## src/rtl/dbgm_pkg.sv

```systemverilog
`timescale 1ns/1ps
package dbgm_pkg;

  typedef enum logic [2:0] {
    MODE_UNUSED = 3'd0,
    MODE_KALIVE = 3'd1,
    MODE_SOFKA  = 3'd2,
    MODE_SHARED = 3'd3,
    MODE_SUSP   = 3'd4,
    MODE_BAD    = 3'd5
  } mode_e;

  // Cycles in an interval of 'us' microseconds at 'khz' kHz.
  function automatic int us_to_cyc(input int khz, input int us);
    return (khz * us) / 1000;
  endfunction

  // Behaviour selected from the five control bits.
  function automatic mode_e decode_mode(input logic own, input logic en,
                                        input logic pe, input logic run,
                                        input logic susp);
    if (!own || !en) return MODE_UNUSED;
    if (!pe)         return run ? MODE_SOFKA : MODE_KALIVE;
    if (susp)        return MODE_SUSP;
    if (run)         return MODE_SHARED;
    return MODE_BAD;
  endfunction

  // Modes in which debug requests are polled.
  function automatic logic carries_debug(input mode_e m);
    return (m == MODE_KALIVE) || (m == MODE_SOFKA) || (m == MODE_SHARED);
  endfunction

  // Sticky hold-off next state: set wins over clear.
  function automatic logic hold_next(input logic set, input logic clr,
                                     input logic cur);
    if (set) return 1'b1;
    if (clr) return 1'b0;
    return cur;
  endfunction

endpackage

```

## src/rtl/dbgm_timer.sv

```systemverilog
`timescale 1ns/1ps
module dbgm_timer #(
  parameter int LIM = 16
) (
  input  logic clk,
  input  logic rst_n,
  input  logic run_i,
  input  logic restart_i,
  output logic tick_o
);
  localparam int CW = (LIM < 2) ? 1 : $clog2(LIM);
  localparam logic [CW-1:0] LAST = CW'(LIM - 1);

  logic [CW-1:0] cnt_q;
  logic          at_last_w;

  assign at_last_w = (cnt_q == LAST);

  always_ff @(posedge clk) begin
    if (!rst_n || restart_i || !run_i) begin
      cnt_q <= '0;
    end else if (at_last_w) begin
      cnt_q <= '0;
    end else begin
      cnt_q <= cnt_q + 1'b1;
    end
  end

  assign tick_o = run_i && at_last_w;
endmodule

```

## src/rtl/dbgm_holdoff.sv

```systemverilog
`timescale 1ns/1ps
module dbgm_holdoff
  import dbgm_pkg::*;
(
  input  logic clk,
  input  logic rst_n,
  input  logic set_i,
  input  logic clr_i,
  output logic hold_o
);
  logic hold_q;

  always_ff @(posedge clk) begin
    if (!rst_n) hold_q <= 1'b0;
    else        hold_q <= hold_next(set_i, clr_i, hold_q);
  end

  assign hold_o = hold_q;
endmodule

```

## src/rtl/usb_dbg_mode_ctrl.sv

```systemverilog
`timescale 1ns/1ps
module usb_dbg_mode_ctrl
  import dbgm_pkg::*;
#(
  parameter int CLK_KHZ = 100000,
  parameter int KA_US   = 1000,
  parameter int POLL_US = 125
) (
  input  logic       clk,
  input  logic       rst_n,
  input  logic       owner_i,
  input  logic       dbg_en_i,
  input  logic       port_en_i,
  input  logic       run_i,
  input  logic       susp_i,
  input  logic       port_reset_i,
  input  logic       sof_sent_i,
  input  logic       dbg_req_i,
  output logic [2:0] mode_o,
  output logic       invalid_o,
  output logic       ka_req_o,
  output logic       poll_o,
  output logic       dbg_grant_o,
  output logic       holdoff_o
);
  localparam int KA_CYC   = us_to_cyc(CLK_KHZ, KA_US);
  localparam int POLL_CYC = us_to_cyc(CLK_KHZ, POLL_US);

  mode_e mode_c, mode_q;
  logic  mode_chg_w;
  logic  active_w;
  logic  ka_run_w;
  logic  ka_tick_w;
  logic  poll_tick_w;
  logic  dbg_on_w;
  logic  hold_set_w;
  logic  hold_w;

  assign mode_c = decode_mode(owner_i, dbg_en_i, port_en_i, run_i, susp_i);

  always_ff @(posedge clk) begin
    if (!rst_n) mode_q <= MODE_UNUSED;
    else        mode_q <= mode_c;
  end

  assign mode_chg_w = (mode_c != mode_q);
  assign active_w   = carries_debug(mode_q);
  assign ka_run_w   = (mode_q == MODE_KALIVE);

  dbgm_timer #(.LIM(KA_CYC)) ka_tmr_i (
    .clk       (clk),
    .rst_n     (rst_n),
    .run_i     (ka_run_w),
    .restart_i (mode_chg_w),
    .tick_o    (ka_tick_w)
  );

  dbgm_timer #(.LIM(POLL_CYC)) poll_tmr_i (
    .clk       (clk),
    .rst_n     (rst_n),
    .run_i     (active_w),
    .restart_i (mode_chg_w),
    .tick_o    (poll_tick_w)
  );

  assign dbg_on_w   = owner_i && dbg_en_i;
  assign hold_set_w = dbg_on_w && (port_reset_i || (port_en_i && susp_i));

  dbgm_holdoff hold_i (
    .clk    (clk),
    .rst_n  (rst_n),
    .set_i  (hold_set_w),
    .clr_i  (sof_sent_i),
    .hold_o (hold_w)
  );

  assign mode_o      = mode_q;
  assign invalid_o   = (mode_q == MODE_BAD);
  assign ka_req_o    = ka_tick_w;
  assign poll_o      = poll_tick_w;
  assign dbg_grant_o = poll_tick_w && dbg_req_i && !hold_w;
  assign holdoff_o   = hold_w;
endmodule

```

## config.mk

```make
export PLATFORM = sky130hd
export DESIGN_NAME = usb_dbg_mode_ctrl
export DESIGN_NICKNAME = d
export VERILOG_FILES = /design/src/rtl/dbgm_pkg.sv /design/src/rtl/dbgm_timer.sv /design/src/rtl/dbgm_holdoff.sv /design/src/rtl/usb_dbg_mode_ctrl.sv
export SDC_FILE = /design/constraint.sdc
export NUM_CORES = 1
export LEC_CHECK = 0
export BUFFER_PORTS_ARGS = -buffer_cell sky130_fd_sc_hd__buf_2
export CAP_MARGIN = 20
export CORE_UTILIZATION = 52
export DETAILED_ROUTE_END_ITERATION = 6
export GPL_TIMING_DRIVEN = 1
export PLACE_DENSITY = 0.76
export SYNTH_ARGS = -nofsm -noshare
export SYNTH_HDL_FRONTEND = slang
export SYNTH_SLANG_ARGS = --single-unit
```

## constraint.sdc

```tcl
create_clock -name clk -period 2.05 [get_ports clk]
set_input_delay 0.41 -clock clk [delete_from_list [all_inputs] [get_ports clk]]
set_output_delay 0.41 -clock clk [all_outputs]
set_load 0.005 [all_outputs]
```

==> metrics.md, run 1 <==
| Metric | Value |
|---|---|
| Outcome | `finished with violations` |
| Violated checks | `setup timing` |
| Via-to-Cell Ratio | `5.718` |
| Minimum clock period | `2.440 ns` |
| CP cell instances | `or4_1, or4_4, nor3_4, and3_1, buf_2` |
| Layout Skew | `0.01653 ns` |
| Die Y | `60.60 µm` |
| Fin cells | `284` |
| Syn Inst Count | `199` |
| Filler cell count | `270` |
| Element type at the critical path start | `flop` |
| DR iter-0 viols | `135` |
| Switching Share | `25.26%` |
| Final setup fails | `2` |
| Main synth FF type | `dfxtp_1` |
| Share of layout cells above drive strength 1 | `28.75%` |
| Finished Cell Area | `2157 µm²` |
| Number of buffers added on ports | `17` |
| Post-synthesis mux area share | `0%` |
| Syn_nets | `211` |
| Routed WL per cell | `13.58 µm` |
| Initial antenna violation count | `0` |
| Worst-Margin Slew | `0.4879 ns` |
| Clock Sink Count | `35` |
| Placer congestion estimate | `0.8000` |
| Seq/Total Area, Yosys | `39.24%` |
| # IOs | `18` |
| CTS Buffer Depth | `2` |
| Drt first pass iters | `4` |
| Library cells used by synthesis | `40` |
| Num CTS Buffers | `5` |
| CORE AREA | `3153 µm²` |
| Comb pwr share | `7.3%` |
| Layout area overhead | `20.81%` |
| CP Buf/Inv Count | `1` |
| Synth Area in Simple Gates | `37.14%` |
| Half-perimeter wire length after placement | `2755 µm` |
| Slew Limit Fails | `0` |
| Vias in the first global route | `1441` |
| Synth Cell Area | `1785 µm²` |
| Final Hold Fails | `0` |
| Skew-Pair Late Insertion Delay | `0.35 ns` |
| PwrDens | `523.7 nW/µm²` |
| Total gr overflow | `0` |
| RSZ-0062 raised after global routing | `true` |
| Pleak | `0.0006748 µW` |
| Setup WS post-layout | `-0.3903 ns` |
| Period utilisation layout | `119.0%` |
| Max cap viols | `0` |
| Async SR Flop Fraction | `0%` |
| Synth Register Bits | `35` |
| Data arrival time of the worst path | `2.03 ns` |
| Total track usage | `23.24%` |
| Pre-CTS setup slack | `-0.08746 ns` |
| Ant diodes | `0` |
| CTS tree | `yes` |
| Clock Tree Root | `clkbuf_4` |
| Largest delay share family, worst path | `simple AND/OR/NAND/NOR gates` |
| # hold bufs at CTS | `0` |
| Internal | `844.3 µW` |
| Post-synthesis adder-cell area fraction | `1.402%` |
| Crit path max fanout | `2` |
| Crit. End Element | `output pin` |
| Largest family of logic cells by synthesized area | `simple AND/OR/NAND/NOR gates` |
| Initial core utilization | `56.63%` |
| Syn_area_per_cell | `8.972 µm²` |
| Max incr delay on CP | `0.51 ns` |
| Hold Path Class | `in2reg` |
| Slowest cell on the critical path | `or4_1` |
| Sw Pwr | `285.3 µW` |
| Synth warn | `0` |
| Dpl cells | `272` |
| Hold_ws | `0.3048 ns` |
| Vias | `1624` |
| First-pass GRT wire length | `6237 µm` |
| Reg clk slew, reported paths | `0.12 ns` |
| WS Path Type | `reg2out` |
| Worst vdd ir | `344.8 µV` |
| Final nets | `251` |
| Reg power frac | `60.6%` |
| Die X | `60.60 µm` |
| CTS H-Tree Depth | `2` |
| Clock power frac | `32.1%` |
| Final wirelength | `3858 µm` |
| Max Fclk | `409.8 MHz` |
| Post-route ant nets | `0` |
| Die area | `3672 µm²` |
| Largest net degree at the start of global routing | `23` |
| Compound-Gate Fraction of Synth Area | `4.275%` |
| Relative slew slack | `66.63%` |
| Row cnt | `20` |
| Post-placement cell area | `2039 µm²` |
| Post-route DRC | `0` |
| Worst path required time | `1.64 ns` |
| Post-synth EDFFs | `0` |
| Xor/xnor share of the synthesized area | `12.75%` |
| R2R Setup Slk | `0.10 ns` |
==> logic make-up (layout without fill, tap and decap cells) <==
family,after synthesis,count (layout)
AOI/OAI and AO/OA,9,9
xor gates and xnor gates,26,26
adders and majority gates,2,2
buffers and inverters,18,59
DFF,35,35
and+or+nand+nor,109,109
==> state kept, by name, summed over array words and instances, names as in the netlist <==
| name | count |
|---|---|
| ka_tmr_i.cnt_q | 17 |
| poll_tmr_i.cnt_q | 14 |
| mode_o | 3 |
| hold_i.hold_o | 1 |
==> Yosys cell counts, types with 3 or more instances <==
| cell type | number | area [µm²] |
|---|---|---|
| inv_1 | 11 | 41.29 |
| nor2_1 | 8 | 30.03 |
| nand4_1 | 7 | 43.79 |
| xnor2_1 | 24 | 210.2 |
| dfxtp_1 | 35 | 700.7 |
| and2_1 | 3 | 18.77 |
| buf_6 | 3 | 33.78 |
| nand2_1 | 9 | 33.78 |
| nor3_1 | 24 | 120.1 |
| nor4_1 | 23 | 143.9 |
| nand3_1 | 13 | 65.06 |
==> area by class of cell <==
type,instances,area (µm²),area share (%)
multi-input combinational,146,1023,47.45
sequential,35,713.2,33.06
timing repair buffer,40,270.3,12.53
tap,44,55.05,2.552
clock buffer,6,41.29,1.914
inverter,11,41.29,1.914
clock inverter,2,12.51,0.5800
==> cell usage in the layout (no fill, tap or decap), types with 3 or more instances in the layout <==
master    count
inv_1        11
buf_2        17
clkbuf_4      5
nand2_1       9
and2_1        3
nor2_1        8
nand3_1      13
dfxtp_1      29
xnor2_1      24
nor4_1       23
nand4_1       7
buf_4        22
dfxtp_2       4
nor3_1       22
==> routing by layer <==
metal / share of wire (%) / track usage (%)
met5: 0 / 0
met2: 48 / 38.30
met1: 46 / 28.36
met4: 2.0 / 11.69
met3: 4.1 / 5.544
==> power groups by stage <==
stage	clock network, µW	registers [µW]	logic [µW]
2_1_floorplan	0	702	50.5
3_3_place_gp	0	702	79.2
3_5_place_dp	0	702	80.9
4_1_cts	373	687	81.4
5_1_grt	396	685	91.8
6_report	363	684	82.4
==> metrics by stage <==
stage          power [µW]   TNS (ns)  util, %
2_1_floorplan       752.5  -0.007407        -
3_3_place_gp        781.0   -0.02072    64.68
3_5_place_dp        783.1    -0.5538    64.68
4_1_cts              1141    -0.6793    66.87
5_1_grt              1173    -0.7614    68.41
6_report             1130    -0.6520    68.41
==> final timing paths <==
| path | depth (start not counted) | endpoint | from |
|---|---|---|---|
| setup / recovery | 5 | dbg_grant_o | poll_tmr_i.cnt_q[11] |
| hold / removal | 2 | hold_i.hold_o | rst_n |
| setup reg to reg | 5 | ka_tmr_i.cnt_q[5] | mode_o[1] |
| hold reg to reg | 2 | ka_tmr_i.cnt_q[16] | ka_tmr_i.cnt_q[16] |
==> repair_timing <==
item | in CTS | in global routing
pin swaps | 0 | 4
cloned | 0 | 0
setup endpoints to repair | 3 | 5
buffers inserted | 0 | 4
gates resized for setup | 7 | 6
No activity file was read; power rests on OpenSTA's default activity.
==> inputs of run 2 (changes only) <==
--- a/config.mk
+++ b/config.mk
@@ -7,10 +7,10 @@
 export LEC_CHECK = 0
 export BUFFER_PORTS_ARGS = -buffer_cell sky130_fd_sc_hd__buf_2
 export CAP_MARGIN = 20
-export CORE_UTILIZATION = 52
+export CORE_UTILIZATION = 45
 export DETAILED_ROUTE_END_ITERATION = 6
 export GPL_TIMING_DRIVEN = 1
-export PLACE_DENSITY = 0.76
+export PLACE_DENSITY = 0.68
 export SYNTH_ARGS = -nofsm -noshare
 export SYNTH_HDL_FRONTEND = slang
 export SYNTH_SLANG_ARGS = --single-unit
==> run 2 against run 1 <==
The run still ends with setup timing left. Clock skew is 0.012 ns lower. Worst hold slack improved by 0.065 ns. Setup slack better by 0.051 ns. Die area grew 15%. Clock-buffer cell count rose by 2. Critical endpoint unchanged. Maximum frequency is 2.2% higher. Critical path depth is the same. Clock power grew 49%. Non-clock buffer count unchanged. Final cell count increased by 1.4%. Power increased by 16%.
==> metrics.md, run 2 (synthesis results as in run 1) <==
| Metric | Value |
|---|---|
| Max cap viols | `0 (unchanged)` |
| Vias | `1635 (was 1624)` |
| Total power | `1314 µW (was 1130 µW)` |
| Die Y | `64.99 µm (was 60.60 µm)` |
| DR iter-0 viols | `119 (was 135)` |
| Pleak | `0.0006933 µW (was 0.0006748 µW)` |
| Post-route DRC | `0 (unchanged)` |
| Initial core utilization | `47.69% (was 56.63%)` |
| CORE AREA | `3744 µm² (was 3153 µm²)` |
| Routed WL per cell | `14.00 µm (was 13.58 µm)` |
| Crit path max fanout | `2 (unchanged)` |
| Worst vdd ir | `351.5 µV (was 344.8 µV)` |
| Clock Tree Root | `clkbuf_8 (was clkbuf_4)` |
| FF/Latch Area | `706.9 µm² (was 713.2 µm²)` |
| # hold bufs at CTS | `0 (unchanged)` |
| Crit. End Element | `output pin (unchanged)` |
| Multi-input gate area | `1030 µm² (was 1023 µm²)` |
| Hold Path Class | `in2reg (unchanged)` |
| CTS H-Tree Depth | `2 (unchanged)` |
| Layout Skew | `0.004969 ns (was 0.01653 ns)` |
| Worst-Margin Slew | `0.5606 ns (was 0.4879 ns)` |
| Reg clk slew, reported paths | `0.07 ns (was 0.12 ns)` |
| Initial antenna violation count | `0 (unchanged)` |
| Final wirelength | `4031 µm (was 3858 µm)` |
| Post-route ant nets | `0 (unchanged)` |
| Total track usage | `21.82% (was 23.24%)` |
| Largest register by flop count | `ka_tmr_i.cnt_q (unchanged)` |
| Placer congestion estimate | `0.8178 (was 0.8000)` |
| Die area | `4224 µm² (was 3672 µm²)` |
| Worst path required time | `1.64 ns (about the same)` |
| Final Hold Fails | `0 (unchanged)` |
| Number of buffers added on ports | `17 (unchanged)` |
| First-pass GRT wire length | `7003 µm (was 6237 µm)` |
| Filler cell count | `341 (was 270)` |
| Commonest non-fill, non-tap cell in the layout | `dfxtp_1 (unchanged)` |
| Setup WS post-layout | `-0.3389 ns (was -0.3903 ns)` |
| Element type at the critical path start | `flop (unchanged)` |
| Via-to-Cell Ratio | `5.677 (was 5.718)` |
| Slew Limit Fails | `0 (unchanged)` |
| R2R Setup Slk | `0.13 ns (was 0.10 ns)` |
| WS Path Type | `reg2out (unchanged)` |
| Largest net degree at the start of global routing | `23 (unchanged)` |
| Most frequent cells in the layout | `32 x dfxtp_1, 24 x xnor2_1, 23 x nor4_1 (was 29 x dfxtp_1, 24 x xnor2_1, 23 x nor4_1)` |
| CTS tree | `yes (unchanged)` |
| Data arrival time of the worst path | `1.98 ns (was 2.03 ns)` |
| CTS Buffer Depth | `2 (unchanged)` |
| Minimum clock period | `2.389 ns (was 2.440 ns)` |
| Final setup fails | `2 (unchanged)` |
| Pre-CTS setup slack | `-0.08379 ns (was -0.08746 ns)` |
| Violated checks | `setup timing (unchanged)` |
| Relative slew slack | `61.66% (was 66.63%)` |
| Outcome | `finished with violations (unchanged)` |
| Row cnt | `22 (was 20)` |
| PwrDens | `594.8 nW/µm² (was 523.7 nW/µm²)` |
| Drt first pass iters | `4 (unchanged)` |
| Worst Setup EP | `dbg_grant_o (unchanged)` |
| Reg2Reg Launch Point | `poll_tmr_i.cnt_q[11] (was mode_o[1])` |
| Final nets | `251 (unchanged)` |
| Share of layout cells above drive strength 1 | `27.92% (was 28.75%)` |
| Max Fclk | `418.6 MHz (was 409.8 MHz)` |
| Clock Sink Count | `35 (unchanged)` |
| Period utilisation layout | `116.5% (was 119.0%)` |
| Final TNS setup | `-0.5420 ns (was -0.6520 ns)` |
| Crit path launch | `poll_tmr_i.cnt_q[11] (unchanged)` |
| Hold_ws | `0.3698 ns (was 0.3048 ns)` |
| Hold path cells | `2 (unchanged)` |
| Number of flip-flops under the largest register name | `17 (unchanged)` |
| Num CTS Buffers | `5 (unchanged)` |
| Layout area overhead | `23.69% (was 20.81%)` |
| Ant diodes | `0 (unchanged)` |
| Die X | `64.99 µm (was 60.60 µm)` |
| Reg2reg path depth | `5 (unchanged)` |
| Skew-Pair Late Insertion Delay | `0.29 ns (was 0.35 ns)` |
| Reg2reg end | `poll_tmr_i.cnt_q[10] (was ka_tmr_i.cnt_q[5])` |
| RSZ-0062 raised after global routing | `true (unchanged)` |
| Vias in the first global route | `1579 (was 1441)` |
| Total gr overflow | `0 (unchanged)` |
| # IOs | `18 (unchanged)` |
| Half-perimeter wire length after placement | `2840 µm (was 2755 µm)` |
## run 2: what timing repair did
action                                  CTS  global route
gates resized for setup                   1            10
pin swaps                                 0             2
endpoints found under the setup margin    2            11
buffers inserted                          0             1
## run 2: how the worst min path moves through the flow
stage,from,end
6_report,rst_n,hold_i.hold_o
5_1_grt,rst_n,hold_i.hold_o
4_1_cts,rst_n,hold_i.hold_o
3_5_place_dp,ka_tmr_i.cnt_q[0],ka_tmr_i.cnt_q[0]
3_3_place_gp,ka_tmr_i.cnt_q[0],ka_tmr_i.cnt_q[0]
2_1_floorplan,poll_tmr_i.cnt_q[0],poll_tmr_i.cnt_q[0]
## run 2: critical path: stages, from the launching register on
cell	delay [ns]
dfxtp_1	0.31
or4_1	0.52
or4_4	0.47
nor3_4	0.13
and3_1	0.16
buf_2	0.10
## run 2: layer usage
metal  vias to the layer above  routed length (µm)  global-route usage (%)
met5                         -                   0                       0
met4                         0                 106                   12.78
met3                        11                 115                   4.754
met2                        20                2023                   35.81
met1                       785                1786                   25.89
li1                        819                   -                       -
## run 2: cell type report
cell class	instances	area share (%)
multi-input combinational	146	46.63
inverter	11	1.870
tap	48	2.720
clock buffer	8	4.533
timing repair buffer	40	12.24
sequential	35	32.01
## run 2: metrics by stage
stage | area, µm² | instances | utilization, %
6_report | 2208 | 288 | 58.99
5_1_grt | 2208 | 288 | 58.99
4_1_cts | 2170 | 287 | 57.95
3_5_place_dp | 2067 | 279 | 55.21
3_3_place_gp | 2067 | 279 | 55.21
2_1_floorplan | 1785 | 199 | -
## run 2: report_power, final
part / switching, µW / internal, µW / total [µW] / leakage [µW]
combinational: 52.7 / 33.0 / 85.8 / 0.000358
sequential: 3.89 / 682 / 686 / 0.000284
clock: 235 / 306 / 542 / 0.0000515
total: 292 / 1020 / 1310 / 0.000693
==> inputs of run 3 (changes only) <==
--- a/config.mk
+++ b/config.mk
@@ -5,9 +5,11 @@
 export SDC_FILE = /design/constraint.sdc
 export NUM_CORES = 1
 export LEC_CHECK = 0
+export ABC_AREA = 1
 export BUFFER_PORTS_ARGS = -buffer_cell sky130_fd_sc_hd__buf_2
 export CAP_MARGIN = 20
 export CORE_UTILIZATION = 45
+export CTS_BUF_LIST = sky130_fd_sc_hd__clkbuf_4 sky130_fd_sc_hd__clkbuf_8
 export DETAILED_ROUTE_END_ITERATION = 6
 export GPL_TIMING_DRIVEN = 1
 export PLACE_DENSITY = 0.68
==> run 3 against run 2 <==
The run now ends clean. Combinational power is 28% lower. Setup slack better by 0.45 ns. Wire length is 23% lower. Die area up 4.3%. Critical path depth rose by 1. Synthesized cell count is 20% higher. Global-route usage down 5.0 points. Cell area shrank 5.6%. Via count shrank 13%. Clock skew hardly changed. Maximum frequency grew 23%. Clock-buffer cell count fell by 1. Critical endpoint is now ka_req_o. Largest power group unchanged.
==> metrics.md, run 3 <==
| Metric | Value |
|---|---|
| Synth Cell Area | `1866 µm² (was 1785 µm²)` |
| Switching Share | `22.17% (was 22.24%)` |
| Syn_nets | `250 (was 211)` |
| Synth Register Bits | `35 (unchanged)` |
| Multi-input gate area | `1042 µm² (was 1030 µm²)` |
| Period utilisation layout | `94.44% (was 116.5%)` |
| Filler cell count | `385 (was 341)` |
| Comb pwr share | `4.9% (was 6.5%)` |
| Commonest non-fill, non-tap cell in the layout | `nor2_1 (was dfxtp_1)` |
| Vias in the first global route | `1272 (was 1579)` |
| CTS tree | `yes (unchanged)` |
| Post-route ant nets | `0 (unchanged)` |
| Largest register by flop count | `ka_tmr_i.cnt_q (unchanged)` |
| Crit path max fanout | `4 (was 2)` |
| # hold bufs at CTS | `0 (unchanged)` |
| Post-synth top area cell | `dfxtp_1 (unchanged)` |
| Via-to-Cell Ratio | `4.595 (was 5.677)` |
| Final wirelength | `3102 µm (was 4031 µm)` |
| Worst path required time | `1.64 ns (about the same)` |
| Initial core utilization | `46.64% (was 47.69%)` |
| Max incr delay on CP | `0.40 ns (was 0.52 ns)` |
| Final setup fails | `0 (was 2)` |
| Sw Pwr | `276.4 µW (was 292.1 µW)` |
| Row cnt | `23 (was 22)` |
| PwrDens | `597.8 nW/µm² (was 594.8 nW/µm²)` |
| CTS H-Tree Depth | `2 (unchanged)` |
| Post-CTS Setup Inserts | `0 (unchanged)` |
| Clock Sink Count | `35 (unchanged)` |
| CP cell instances | `ha_1, nand2_1, nor2_4, nand3_1, nor3_1, buf_2 (was or4_1, or4_4, nor3_4, and3_1, buf_2)` |
| Reg clk slew, reported paths | `0.07 ns (about the same)` |
| Pleak | `0.0006912 µW (was 0.0006933 µW)` |
| Top-count cell post-synth | `nor2_1 (was dfxtp_1)` |
| Clock Tree Root | `clkbuf_8 (unchanged)` |
| Largest cells by area after synthesis | `dfxtp_1 38%, nor2_1 7.8%, nand2_1 7.6%, nor2_4 7.2%, xor2_1 6.1% (was dfxtp_1 39%, xnor2_1 12%, nor4_1 8.1%, nor3_1 6.7%, nand3_1 3.6%)` |
| Most frequent cells in the layout | `39 x nor2_1, 38 x nand2_1, 34 x dfxtp_1 (was 32 x dfxtp_1, 24 x xnor2_1, 23 x nor4_1)` |
| Final nets | `272 (was 251)` |
| CTS Buffer Depth | `2 (unchanged)` |
| First-pass GRT wire length | `5506 µm (was 7003 µm)` |
| Element type at the critical path start | `flop (unchanged)` |
| Reg2reg path depth | `8 (was 5)` |
| Crit. End Element | `output pin (unchanged)` |
| DR iter-0 viols | `38 (was 119)` |
| Total track usage | `16.79% (was 21.82%)` |
| Dpl cells | `303 (was 279)` |
| Post-synth top cells | `39 x nor2_1, 38 x nand2_1, 35 x dfxtp_1, 25 x inv_1, 17 x nand3_1 (was 35 x dfxtp_1, 24 x nor3_1, 24 x xnor2_1, 23 x nor4_1, 13 x nand3_1)` |
| Max Fclk | `516.5 MHz (was 418.6 MHz)` |
| Half-perimeter wire length after placement | `2420 µm (was 2840 µm)` |
| Slowest cell on the critical path | `dfxtp_1 (was or4_1)` |
| Synth warn | `0 (unchanged)` |
| Die X | `66.39 µm (was 64.99 µm)` |
| Final Util | `52.14% (was 58.99%)` |
| Die Y | `66.39 µm (was 64.99 µm)` |
| FF/Latch Area | `701.9 µm² (was 706.9 µm²)` |
| Reg2Reg Launch Point | `ka_tmr_i.cnt_q[0] (was poll_tmr_i.cnt_q[11])` |
| CP Depth | `6 (was 5)` |
| Largest net degree at the start of global routing | `15 (was 23)` |
| CP Buf/Inv Count | `1 (unchanged)` |
| # IOs | `18 (unchanged)` |
| Relative slew slack | `66.57% (was 61.66%)` |
| Skew-Pair Late Insertion Delay | `0.28 ns (was 0.29 ns)` |
| Reg2reg end | `ka_tmr_i.cnt_q[3] (was poll_tmr_i.cnt_q[10])` |
| Num CTS Buffers | `5 (unchanged)` |
| Syn Inst Count | `238 (was 199)` |
| Top cell type's share of synthesized area | `37.56% (was 39.24%)` |
| Async SR Flop Fraction | `0% (unchanged)` |
| WS Path Type | `reg2out (unchanged)` |
| Number of flip-flops under the largest register name | `17 (unchanged)` |
| Worst Setup EP | `ka_req_o (was dbg_grant_o)` |
| Post-synth EDFFs | `0 (unchanged)` |
| Library cells used by synthesis | `26 (was 40)` |
| Initial antenna violation count | `0 (unchanged)` |
| Main synth FF type | `dfxtp_1 (unchanged)` |
| R2R Setup Slk | `0.36 ns (was 0.13 ns)` |
| Outcome | `finished clean (was finished with violations)` |
| Largest delay share family, worst path | `simple AND/OR/NAND/NOR gates (unchanged)` |
| Final TNS setup | `0 ns (was -0.5420 ns)` |
| Crit path launch | `ka_tmr_i.cnt_q[0] (was poll_tmr_i.cnt_q[11])` |
| Reg power frac | `55.1% (was 52.2%)` |
| Clock power frac | `40.0% (was 41.2%)` |
| Data arrival time of the worst path | `1.53 ns (was 1.98 ns)` |
| Max cap viols | `0 (unchanged)` |
| Routed WL per cell | `9.974 µm (was 14.00 µm)` |
| Syn_area_per_cell | `7.838 µm² (was 8.972 µm²)` |
| Number of buffers added on ports | `17 (unchanged)` |
| Post-route DRC | `0 (unchanged)` |
| Slew Limit Fails | `0 (unchanged)` |
| Vias | `1429 (was 1635)` |
| Worst-Margin Slew | `0.4962 ns (was 0.5606 ns)` |
| Layout Skew | `0.004758 ns (was 0.004969 ns)` |
| RSZ-0062 raised after global routing | `false (was true)` |
| Die area | `4407 µm² (was 4224 µm²)` |
| Layout area overhead | `11.80% (was 23.69%)` |
| Fin cells | `311 (was 288)` |
| Worst vdd ir | `280.8 µV (was 351.5 µV)` |
| Seq/Total Area, Yosys | `37.56% (was 39.24%)` |
| CORE AREA | `4000 µm² (was 3744 µm²)` |
| Total gr overflow | `0 (unchanged)` |
| Final Hold Fails | `0 (unchanged)` |
| Hold Path Class | `in2reg (unchanged)` |
| Share of layout cells above drive strength 1 | `25.29% (was 27.92%)` |
| Drt first pass iters | `4 (unchanged)` |
| Internal | `970.4 µW (was 1021 µW)` |
| Placer congestion estimate | `0.7820 (was 0.8178)` |
| Minimum clock period | `1.936 ns (was 2.389 ns)` |
| Ant diodes | `0 (unchanged)` |
run 3: changes by cell type after synthesis, sizes merged, moves of 15 or more:
cell / delta
inv: +17
nor2: +57
nor3: -17
nor4: -23
nand2: +34
xnor2: -15
run 3: cells by family (layout without fill, tap and decap cells):
group,after synthesis,in the layout,synth area share (%)
fa+ha+maj,2,2,1.341
compound gates,7,7,2.079
flops,35,35,37.56
buf+inv,30,53,7.310
xor+xnor,22,22,10.33
simple gates,142,142,41.38
run 3: tightest hold or removal path, stage by stage:
cell and delay (ns):
buf_2 0.07, inv_1 0.03, nand2_1 0.04, a21oi_1 0.05
run 3: power groups by stage:
stage                     combinational (µW)  clock [µW]  sequential, µW
after floorplan                         45.2           0             702
after global placement                  61.4           0             702
after detailed placement                62.0           0             702
after CTS                               62.2         517             687
after global routing                    68.5         549             687
final                                   61.5         498             687
run 3: what timing repair did:
| item | 4_1_cts | 5_1_grt |
|---|---|---|
| gates cloned | 0 | 0 |
| gates resized for setup | 1 | 3 |
| endpoints found under the setup margin | 1 | 1 |
run 3: metal layers:
layer | GRT usage [%] | vias to the layer above | wire length, µm
li1 | - | 782 | -
met2 | 24.62 | 17 | 1412
met4 | 10.11 | 0 | 52
met5 | 0 | - | 0
met3 | 4.655 | 4 | 91
met1 | 21.61 | 626 | 1545
run 3: how the worst min path moves through the flow:
stage,start,endpoint,cells past startpoint
after floorplan,poll_tmr_i.cnt_q[0],poll_tmr_i.cnt_q[0],1
after global placement,poll_tmr_i.cnt_q[0],poll_tmr_i.cnt_q[0],1
after detailed placement,poll_tmr_i.cnt_q[0],poll_tmr_i.cnt_q[0],1
after CTS,sof_sent_i,hold_i.hold_o,4
after global routing,sof_sent_i,hold_i.hold_o,4
final,sof_sent_i,hold_i.hold_o,4
run 3: final cells by class:
class                   instances  share of cell area, %
inverters                      28                  5.039
clock inverters                 1                 0.2400
multi-input cells             173                  49.97
repair buffers                 17                  4.079
clock buffers                   7                  4.019
well taps                      50                  2.999
flip-flops and latches         35                  33.65
run 3: through the flow:
step	instance area [µm²]	hold WS (ns)	total power, µW	setup WS, ns
finish	2086	0.3746	1247	0.1140
global placement	1982	0.4314	763.4	0.3775
global route	2086	0.3989	1305	0.01910
CTS	2076	0.3647	1266	0.02957
floorplan	1866	0.4176	747.0	0.5598
detailed placement	1982	0.4470	764.3	0.2940
